$ cat config.mk
export PLATFORM = sky130hd
export DESIGN_NAME = stack_alu_core
export DESIGN_NICKNAME = d
export VERILOG_FILES = /design/src/rtl/stack_alu_pkg.sv /design/src/rtl/lifo_ring.sv /design/src/rtl/alu_unit.sv /design/src/rtl/stack_alu_core.sv
export SDC_FILE = /design/constraint.sdc
export NUM_CORES = 2
export LEC_CHECK = 0
export BUFFER_PORTS_ARGS = -buffer_cell sky130_fd_sc_hd__buf_4
export CORE_ASPECT_RATIO = 0.5
export CORE_MARGIN = 2
export CORE_UTILIZATION = 67
export DETAILED_ROUTE_END_ITERATION = 8
export PLACE_DENSITY = 0.91
export SETUP_SLACK_MARGIN = 0.3
export SKIP_CTS_REPAIR_TIMING = 1
export SLEW_MARGIN = 15
export SYNTH_ARGS = -nofsm -noshare
export SYNTH_HDL_FRONTEND = slang
export SYNTH_HIERARCHICAL = 1
export SYNTH_SLANG_ARGS = --single-unit
$ cat constraint.sdc
create_clock -name clk_i -period 8.8 [get_ports clk_i]
set_input_delay 0.88 -clock clk_i [delete_from_list [all_inputs] [get_ports clk_i]]
set_output_delay 0.88 -clock clk_i [all_outputs]
set_load 0.01 [all_outputs]
$ cat src/rtl/stack_alu_pkg.sv
package stack_alu_pkg;
  localparam int unsigned WORD_W = 21;

  typedef enum logic [4:0] {
    OP_FETCH_R_INC = 5'h08,
    OP_FETCH_A_INC = 5'h09,
    OP_LITERAL     = 5'h0A,
    OP_FETCH_A     = 5'h0B,
    OP_STORE_R_INC = 5'h0C,
    OP_STORE_A_INC = 5'h0D,
    OP_STORE_A     = 5'h0F,
    OP_INVERT      = 5'h10,
    OP_SHL         = 5'h11,
    OP_SHR         = 5'h12,
    OP_MUL_STEP    = 5'h13,
    OP_XOR         = 5'h14,
    OP_AND         = 5'h15,
    OP_ADD         = 5'h17,
    OP_R_TO_T      = 5'h18,
    OP_A_TO_T      = 5'h19,
    OP_DUP         = 5'h1A,
    OP_OVER        = 5'h1B,
    OP_T_TO_R      = 5'h1C,
    OP_T_TO_A      = 5'h1D,
    OP_IDLE        = 5'h1E,
    OP_DROP        = 5'h1F
  } op_e;

  typedef struct packed {
    logic d_push;
    logic d_pop;
    logic r_push;
    logic r_pop;
    logic r_set;
    logic a_load;
    logic a_inc;
  } stack_ctl_t;
endpackage

$ cat src/rtl/lifo_ring.sv
module lifo_ring #(
  parameter int unsigned W     = 21,
  parameter int unsigned DEPTH = 18
) (
  input  logic         clk_i,
  input  logic         rst_ni,
  input  logic         push_i,
  input  logic         pop_i,
  input  logic         set_top_i,
  input  logic [W-1:0] wr_i,
  output logic [W-1:0] top_o,
  output logic         err_o
);
  localparam int unsigned PW = (DEPTH > 1) ? $clog2(DEPTH) : 1;
  localparam int unsigned CW = $clog2(DEPTH + 1);
  localparam logic [PW-1:0] LAST = PW'(DEPTH - 1);
  localparam logic [CW-1:0] FULL = CW'(DEPTH);

  logic [W-1:0]  mem_q [DEPTH];
  logic [PW-1:0] ptr_q, ptr_up, ptr_dn;
  logic [CW-1:0] cnt_q;
  logic          err_q;

  assign ptr_up = (ptr_q == LAST) ? '0 : ptr_q + 1'b1;
  assign ptr_dn = (ptr_q == '0) ? LAST : ptr_q - 1'b1;
  assign top_o  = mem_q[ptr_q];
  assign err_o  = err_q;

  always_ff @(posedge clk_i or negedge rst_ni) begin
    if (!rst_ni) begin
      for (int i = 0; i < int'(DEPTH); i++) mem_q[i] <= '0;
      ptr_q <= '0;
      cnt_q <= '0;
      err_q <= 1'b0;
    end else if (push_i) begin
      mem_q[ptr_up] <= wr_i;
      ptr_q         <= ptr_up;
      if (cnt_q == FULL) err_q <= 1'b1;  // oldest entry overwritten
      else               cnt_q <= cnt_q + 1'b1;
    end else if (pop_i) begin
      ptr_q <= ptr_dn;
      if (cnt_q == '0) err_q <= 1'b1;
      else             cnt_q <= cnt_q - 1'b1;
    end else if (set_top_i) begin
      mem_q[ptr_q] <= wr_i;
    end
  end

  AST_PUSH_TOP: assert property (@(posedge clk_i) disable iff (!rst_ni)
    push_i |=> top_o == $past(wr_i));
  AST_ERR_STICKY: assert property (@(posedge clk_i) disable iff (!rst_ni)
    err_o |=> err_o);
  AST_FULL_PUSH: assert property (@(posedge clk_i) disable iff (!rst_ni)
    (push_i && cnt_q == FULL) |=> err_o);
  AST_CNT_BOUND: assert property (@(posedge clk_i) disable iff (!rst_ni)
    cnt_q <= FULL);
endmodule

$ cat src/rtl/alu_unit.sv
module alu_unit
  import stack_alu_pkg::*;
#(
  parameter int unsigned W = WORD_W
) (
  input  logic         valid_i,
  input  logic [4:0]   op_i,
  input  logic [W-1:0] t_i,
  input  logic [W-1:0] s_i,
  input  logic [W-1:0] r_i,
  input  logic [W-1:0] a_i,
  input  logic [W-1:0] data_i,
  output logic [W-1:0] t_o,
  output logic [W-1:0] r_wr_o,
  output stack_ctl_t   ctl_o
);
  localparam int unsigned DW = W - 1;  // arithmetic width, top bit is carry

  logic [W-1:0] sum;
  assign sum = {1'b0, t_i[DW-1:0]} + {1'b0, s_i[DW-1:0]};

  always_comb begin
    t_o    = t_i;
    r_wr_o = t_i;
    ctl_o  = '0;
    if (valid_i) begin
      unique case (op_i)
        OP_FETCH_R_INC: begin
          t_o = data_i; ctl_o.d_push = 1'b1;
          ctl_o.r_set = 1'b1; r_wr_o = r_i + 1'b1;
        end
        OP_FETCH_A_INC: begin
          t_o = data_i; ctl_o.d_push = 1'b1; ctl_o.a_inc = 1'b1;
        end
        OP_LITERAL, OP_FETCH_A: begin
          t_o = data_i; ctl_o.d_push = 1'b1;
        end
        OP_STORE_R_INC: begin
          t_o = s_i; ctl_o.d_pop = 1'b1;
          ctl_o.r_set = 1'b1; r_wr_o = r_i + 1'b1;
        end
        OP_STORE_A_INC: begin
          t_o = s_i; ctl_o.d_pop = 1'b1; ctl_o.a_inc = 1'b1;
        end
        OP_STORE_A, OP_DROP: begin
          t_o = s_i; ctl_o.d_pop = 1'b1;
        end
        OP_INVERT:   t_o = ~t_i;
        OP_SHL:      t_o = {t_i[W-2:0], 1'b0};
        OP_SHR:      t_o = {t_i[W-1], t_i[W-1], t_i[W-2:1]};
        OP_MUL_STEP: t_o = t_i[0] ? sum : t_i;
        OP_XOR: begin t_o = t_i ^ s_i; ctl_o.d_pop = 1'b1; end
        OP_AND: begin t_o = t_i & s_i; ctl_o.d_pop = 1'b1; end
        OP_ADD: begin t_o = sum;       ctl_o.d_pop = 1'b1; end
        OP_R_TO_T: begin
          t_o = r_i; ctl_o.d_push = 1'b1; ctl_o.r_pop = 1'b1;
        end
        OP_A_TO_T: begin t_o = a_i; ctl_o.d_push = 1'b1; end
        OP_DUP:    begin t_o = t_i; ctl_o.d_push = 1'b1; end
        OP_OVER:   begin t_o = s_i; ctl_o.d_push = 1'b1; end
        OP_T_TO_R: begin
          t_o = s_i; ctl_o.d_pop = 1'b1; ctl_o.r_push = 1'b1;
        end
        OP_T_TO_A: begin
          t_o = s_i; ctl_o.d_pop = 1'b1; ctl_o.a_load = 1'b1;
        end
        default: ;  // control-flow and unused codes: no datapath effect
      endcase
    end
  end
endmodule

$ cat src/rtl/stack_alu_core.sv
module stack_alu_core
  import stack_alu_pkg::*;
#(
  parameter int unsigned W      = WORD_W,
  parameter int unsigned DDEPTH = 18,
  parameter int unsigned RDEPTH = 17
) (
  input  logic         clk_i,
  input  logic         rst_ni,
  input  logic         op_valid_i,
  input  logic [4:0]   op_i,
  input  logic [W-1:0] data_i,
  output logic [W-1:0] wr_data_o,
  output logic [W-1:0] addr_o,
  output logic         t_zero_o,
  output logic         carry_clr_o,
  output logic         stack_err_o
);
  logic [W-1:0] t_q, a_q, t_d, d_top, r_top, r_wr;
  logic         d_err, r_err;
  stack_ctl_t   ctl;

  alu_unit #(.W(W)) u_alu (
    .valid_i (op_valid_i),
    .op_i    (op_i),
    .t_i     (t_q),
    .s_i     (d_top),
    .r_i     (r_top),
    .a_i     (a_q),
    .data_i  (data_i),
    .t_o     (t_d),
    .r_wr_o  (r_wr),
    .ctl_o   (ctl)
  );

  lifo_ring #(.W(W), .DEPTH(DDEPTH)) u_dstack (
    .clk_i     (clk_i),
    .rst_ni    (rst_ni),
    .push_i    (ctl.d_push),
    .pop_i     (ctl.d_pop),
    .set_top_i (1'b0),
    .wr_i      (t_q),
    .top_o     (d_top),
    .err_o     (d_err)
  );

  lifo_ring #(.W(W), .DEPTH(RDEPTH)) u_rstack (
    .clk_i     (clk_i),
    .rst_ni    (rst_ni),
    .push_i    (ctl.r_push),
    .pop_i     (ctl.r_pop),
    .set_top_i (ctl.r_set),
    .wr_i      (r_wr),
    .top_o     (r_top),
    .err_o     (r_err)
  );

  always_ff @(posedge clk_i or negedge rst_ni) begin
    if (!rst_ni) begin
      t_q <= '0;
      a_q <= '0;
    end else begin
      t_q <= t_d;
      if (ctl.a_load)     a_q <= t_q;
      else if (ctl.a_inc) a_q <= a_q + 1'b1;
    end
  end

  assign wr_data_o   = t_q;
  assign addr_o      = a_q;
  assign t_zero_o    = (t_q[W-2:0] == '0);
  assign carry_clr_o = ~t_q[W-1];
  assign stack_err_o = d_err | r_err;

  AST_XOR_POP: assert property (@(posedge clk_i) disable iff (!rst_ni)
    (op_valid_i && op_i == OP_XOR) |=> wr_data_o == ($past(wr_data_o) ^ $past(d_top)));
  AST_MSTEP_SKIP: assert property (@(posedge clk_i) disable iff (!rst_ni)
    (op_valid_i && op_i == OP_MUL_STEP && !wr_data_o[0]) |=> $stable(wr_data_o));
  AST_MSTEP_KEEP: assert property (@(posedge clk_i) disable iff (!rst_ni)
    (op_valid_i && op_i == OP_MUL_STEP) |=> $stable(d_top));
  AST_A_LOAD: assert property (@(posedge clk_i) disable iff (!rst_ni)
    (op_valid_i && op_i == OP_T_TO_A) |=> addr_o == $past(wr_data_o));
  AST_IDLE_HOLD: assert property (@(posedge clk_i) disable iff (!rst_ni)
    !op_valid_i |=> ($stable(wr_data_o) && $stable(addr_o)));
endmodule

== Yosys cells after proc, flatten, opt, wreduce, memory -nomap -nowiden ==
Index checks and enable logic that the tools add are counted.

* Flip-flop bits (word level): 799
* Bits of input ports: 29
* Output and inout bits: 45
* Word-level logic and storage cells: 192

* Bitwise operators: 10
* Reductions and logical operators: 30
* Mux-type cells: 56
* Order comparisons: 7
* Equal/unequal tests: 33
* $add $sub $neg: 11

{| class="wikitable"
|+ Operator list
! kind !! count
|-
| $mux 357 || 3
|-
| $bwmux 357 || 2
|-
| $bwmux 378 || 1
|-
| $demux 21 s5 || 3
|-
| $mux 21 || 12
|-
| $pmux 21 s11 || 1
|-
| $bmux 21 s5 || 2
|-
| $eq 5x5->1 const B || 18
|-
| $mux 5 || 16
|-
| $add 21x1->21 const B || 2
|-
| $eq 5x4->1 const B || 7
|-
| $ge 6x6->1 const B || 4
|-
| $not 5->6 || 4
|-
| $add 20x20->21 || 1
|-
| $and 21x21->21 || 1
|-
| $not 21->21 || 1
|-
| $xor 21x21->21 || 1
|-
| $add 5x1->5 const B || 4
|-
| $logic_not 20->1 || 1
|-
| $logic_not 5->1 || 4
|-
| $sub 5x1->5 const B || 4
|-
| $lt 6x1->1 const B || 3
|-
| $mux 1 || 15
|-
| $reduce_and 3->1 || 5
|-
| 16 further kinds || 32
|}

== Logic depth before layout (Yosys ltp) ==
* Depth in word-level cells: 11
* Gate-level depth with buffers: 18
* Gate-level depth less buffers: 15

== Cells and area by module ==
Netlist, hierarchy kept.

{| class="wikitable"
|+ By module, submodules not included
! module !! times used !! seq. area each (µm²) !! cells each !! area each (µm²)
|-
| lifo_ring at u_dstack || 1 || 9734.3 || 1188 || 18236.2
|-
| lifo_ring at u_rstack || 1 || 9208.8 || 1228 || 17625.7
|-
| alu_unit || 1 || 0.0 || 523 || 3427.0
|-
| stack_alu_core || 1 || 1051.0 || 171 || 1839.3
|}

== Least setup slack after synthesis ==
Ideal clock, no wire load.

* Kind: flip-flop to flip-flop
* From: register u_dstack.ptr_q[0]
* To: register t_q[15], in the netlist wr_data_o[15]
* Data required time: 8661 ps
* Buffers on the path: 4
* Arrival time: 3830 ps
* Library setup time: 139 ps
* Cell stages (with the launch flop): 16
* Period minus slack after synthesis: 3969 ps
* Slack: 4831 ps
* Path through: dfrtp_1 -> buf_2 -> buf_2 -> buf_2 -> buf_2 -> mux2_2 -> a21oi_1 -> o21ai_0 -> ha_1 -> a21oi_2 -> o211ai_2 -> or4_4 -> and3_4 -> or4_1 -> nand3_1 -> a21oi_1

* Cells in the longest elaborated chain, start to end: 7
* Elaborated cells between the ends (all ways): 9
* Classes of those cells: add/sub (1); mux (5); bitwise (3)

{| class="wikitable"
|+ RTL lines
! element !! line !! source
|-
| from (decl) || lifo_ring.sv:20 || <nowiki>logic [PW-1:0] ptr_q, ptr_up, ptr_dn;</nowiki>
|-
| from (signal assigned) || lifo_ring.sv:37 || <nowiki>ptr_q <= ptr_up;</nowiki>
|-
| from (signal assigned) || lifo_ring.sv:41 || <nowiki>ptr_q <= ptr_dn;</nowiki>
|-
| $not 5->6 (not written as such) (*) || lifo_ring.sv:26 || <nowiki>assign top_o = mem_q[ptr_q];</nowiki>
|-
| $bmux 21 s5 (*) || lifo_ring.sv:26 ||
|-
| $mux 21 (not written as such) (*) (2 in a row) || lifo_ring.sv:26 ||
|-
| via d_top[4] || stack_alu_core.sv:19 || <nowiki>logic [W-1:0] t_q, a_q, t_d, d_top, r_top, r_wr;</nowiki>
|-
| $add 20x20->21 (*) || alu_unit.sv:20 || <nowiki>assign sum = {1'b0, t_i[DW-1:0]} + {1'b0, s_i[DW-1:0]};</nowiki>
|-
| $mux 21 || alu_unit.sv:51 || <nowiki>OP_MUL_STEP: t_o = t_i[0] ? sum : t_i;</nowiki>
|-
| $pmux 21 s11 (*) || alu_unit.sv:27 || <nowiki>unique case (op_i)</nowiki>
|-
| to (signal assigned) || stack_alu_core.sv:63 || <nowiki>t_q <= t_d;</nowiki>
|-
| to (decl) || stack_alu_core.sv:19 ||
|}

The timed path passes the listed nets; every way through them passes the cells marked *. The select of a mux whose other input is x is not followed.
A chain may end at the register's enable or synchronous reset.

== Worst setup path after layout ==
* From: register u_rstack.ptr_q[0]
* To: register u_rstack/mem_q[356] (netlist bit)

* Cells in the longest elaborated chain, start to end: 11
* Elaborated cells between the ends (all ways): 26
* Classes of those cells: add/sub (2); order compare (4); eq/ne (1); mux (15); bitwise (2); reduce/logical (2)

{| class="wikitable"
|+ RTL lines
! element !! line !! source
|-
| from (decl) || lifo_ring.sv:20 ||
|-
| from (signal assigned) || lifo_ring.sv:37 ||
|-
| from (signal assigned) || lifo_ring.sv:41 ||
|-
| $not 5->6 (not written as such) (*) || lifo_ring.sv:26 ||
|-
| $bmux 21 s5 (*) || lifo_ring.sv:26 ||
|-
| $mux 21 (not written as such) (*) (2 in a row) || lifo_ring.sv:26 ||
|-
| via r_top[0] || stack_alu_core.sv:19 ||
|-
| $add 21x1->21 (*) || alu_unit.sv:30, alu_unit.sv:40 ||
|-
| $mux 21 (*) || - ||
|-
| $mux 21 (*) || alu_unit.sv:26 || <nowiki>if (valid_i) begin</nowiki>
|-
| via r_wr[20] || stack_alu_core.sv:19 ||
|-
| $bwmux 357 || lifo_ring.sv:45 || <nowiki>mem_q[ptr_q] <= wr_i;</nowiki>
|-
| $mux 357 || lifo_ring.sv:44 || <nowiki>end else if (set_top_i) begin</nowiki>
|-
| $mux 357 || lifo_ring.sv:40 || <nowiki>end else if (pop_i) begin</nowiki>
|-
| $mux 357 (*) || lifo_ring.sv:35 || <nowiki>end else if (push_i) begin</nowiki>
|-
| to (signal, indexed assignment) || lifo_ring.sv:36 || <nowiki>mem_q[ptr_up] <= wr_i;</nowiki>
|-
| to (signal, indexed assignment) || lifo_ring.sv:45 ||
|-
| to (decl) || lifo_ring.sv:19 || <nowiki>logic [W-1:0] mem_q [DEPTH];</nowiki>
|}

Marked as above.

==> qor.yml <==
switchingPower_mw: 5.65
drv_slew: 0
p_seq_frac: 0.389
max_freq_mhz: 175
cp_data_required_time_ps: 9340
synth-edff-count: 0
async_flop_share: 1.00
path_max_fanout: 37
first_pass_iters: 9
first_global_vias: 30718
synth_cell_types: 106
violations: "antenna violations, design-rule violations"
p_per_area_nw_per_um2: 331
synth_area_um2: 41100
drtAntennaViolNets: 1
ir_worst_vdd_uv: 181
arrival_ps: 6270
leakage_nw: 20.4
rsz0062_at_grt: "false"
slew-limit-headroom: 0.172
h-tree-depth: 3
drt_first_iter_violations: 3962
start_kind: "flip-flop"
antenna_found_initial: 0
die_y_um: 179
hpwl_um: 70100
r2r_cells: 15
fin_tns_setup_ps: 0
finalHoldViolCount: 0
mostFrequentLayoutCell: "dfrtp_1"
row_count: 64
period_needed_ps: 5730
crit_type: "reg2reg"
synth_flop_cell: "dfrtp_1"
clockPowerShare: 0.216
yosys_warnings: 6
grt.total_usage: 0.379
wirelength_um: 119000
setup-violations-final: 0
die-area_um2: 63500
drcViolationCount: 8
final_cell_mix: "dfrtp_1, mux2_2, mux4_2, buf_4, a21oi_1"
finClkSkew_ps: 31.4
clock_latency_ps: 630
grt_max_degree: 160
grt_pass1_wl_um: 182000
numCtsBuffers: 70
tightest_slew_ps: 1240
clk_pin_slew_ps: 70
synthesis.nets: 3182
routedWlPerCell_um: 29.9
routed-via-count: 29351
syn_inst: 3110
swShare: 0.381
die_w_um: 354
synth_seq_cells: 799
coreArea_um2: 60900
status: "finished with violations"
synth.avg_cell_area_um2: 13.2
place_congestion: 1.03
num-nets-final: 3171
reg2reg_to: "u_rstack/mem_q[356]"
drive_gt1_frac: 0.387
p_comb_frac: 0.395
area_growth_pct: 9.08
fin_crit_sh: 0.651
tritoncts: "built"
clock_sinks: 799
cp-end-kind: "flip-flop"
post-route-util: 0.736
yosysSeqAreaShare: 0.486
clockRootBuffer: "clkbuf_16"
cts_buffer_depth: 3
port-buffer-count: 73
worst_hold_path_type: "in2async"
viasPerCell: 7.37
overflow: 0
drv_cap: 0
start_util: 0.675
num_io_pins: 74
rr_startpoint: "u_rstack/ptr_q[0]"
reg2reg_slack_ps: 3070
internal_power_mw: 9.18
==> through the flow <==
step | setup WS (ps) | std cells | hold slack [ps] | power (mW) | instance area [µm²]
after global routing | 2780 | 3979 | 291 | 15.4 | 44900
after detailed placement | 2960 | 3852 | 469 | 11.3 | 42500
after CTS | 2820 | 3979 | 266 | 14.6 | 44800
after global placement | 3150 | 3852 | 463 | 10.9 | 42500
after floorplan | 4830 | 3110 | 434 | 9.47 | 41100
final | 3070 | 3984 | 248 | 14.8 | 44900
==> registers in the layout, indices dropped and copies added, names as in the netlist <==
name	cells
u_rstack/mem_q	357
u_dstack/err_o	1
wr_data_o	21
u_rstack/cnt_q	5
u_rstack/err_o	1
u_rstack/ptr_q	5
addr_o	21
u_dstack/mem_q	378
u_dstack/cnt_q	5
u_dstack/ptr_q	5
==> layer usage <==
layer  share of wire  GRT usage  up-vias
met5               0          0        -
met4           0.060      0.211        0
met3            0.11      0.104      601
met2            0.46      0.598     2153
met1            0.36      0.482    14883
li1                -          -    11714
==> layout make-up <==
cell class | count | area (µm²)
Inverter | 29 | 109
Tap cell | 825 | 1030
Fill cell | 3394 | 16100
Antenna cell | 5 | 12.5
Sequential cell | 799 | 20000
Multi-Input combinational cell | 2031 | 20100
Clock buffer | 102 | 2080
Clock inverter | 25 | 259
Timing Repair Buffer | 168 | 1290
==> critical path: stages, from the launching register on <==
cell	delay [ps]
dfrtp_4	840
buf_4	620
mux4_2	580
a22o_1	230
a21oi_1	380
o21ai_0	360
ha_1	380
and3_1	220
and3_1	220
nor2b_1	240
nand4_1	150
xor2_1	140
a21oi_2	680
mux2_2	330
o22ai_1	90
nor3_1	150
==> power groups by stage <==
stage | clock network [mW] | registers (mW) | logic (mW)
2_1_floorplan | 0 | 5.33 | 4.14
3_3_place_gp | 0 | 5.60 | 5.32
3_5_place_dp | 0 | 5.73 | 5.56
4_1_cts | 3.21 | 5.72 | 5.68
5_1_grt | 3.37 | 5.86 | 6.15
6_report | 3.21 | 5.77 | 5.86
==> how the worst max path moves through the flow <==
stage	startpoint	endpoint	slack, ps
detailed placement	u_rstack/ptr_q[0]	u_rstack/mem_q[356]	2960
finish	u_rstack/ptr_q[0]	u_rstack/mem_q[356]	3070
global route	u_rstack/ptr_q[0]	u_rstack/mem_q[356]	2780
CTS	u_rstack/ptr_q[0]	u_rstack/mem_q[356]	2820
global placement	u_rstack/ptr_q[0]	u_rstack/mem_q[356]	3150
floorplan	u_dstack/ptr_q[0]	wr_data_o[15]	4830
==> logic make-up (layout without fill, tap and decap cells) <==
| group | count (synthesis) | count (layout) | synth area share |
|---|---|---|---|
| buffers and inverters | 280 | 324 | 0.0326 |
| xor gates and xnor gates | 54 | 54 | 0.0117 |
| muxes | 978 | 978 | 0.316 |
| and+or+nand+nor | 462 | 462 | 0.0593 |
| AOI/OAI and AO/OA | 493 | 493 | 0.0806 |
| DFF | 799 | 799 | 0.486 |
| adders and majority gates | 43 | 43 | 0.0136 |
| other | 1 | 6 | 0.0000912 |
==> cell usage after synthesis (13+ instances only) <==
cell	n	area [µm²]
clkbuf_1	110	413
o22ai_1	25	156
mux2_4	40	601
nand4_1	21	131
and3_1	15	93.8
o21ai_0	96	480
nor4_1	33	206
buf_2	101	505
a21oi_1	133	666
mux4_2	168	3780
nand2_1	93	349
a22oi_1	27	203
nor2b_1	15	93.8
inv_1	28	105
a222oi_1	15	150
mux2_1	87	980
mux2_2	634	7140
a22o_1	52	455
a21o_1	15	113
nor3_1	70	350
mux2i_1	49	490
xor2_1	23	201
nand3_1	42	210
buf_4	16	120
nor2_1	99	372
ha_1	40	500
a221oi_1	15	131
dfrtp_1	799	20000
o21ai_1	13	65.1
xnor2_1	30	263
a31oi_1	15	93.8
(Power assumes the default switching activity.)
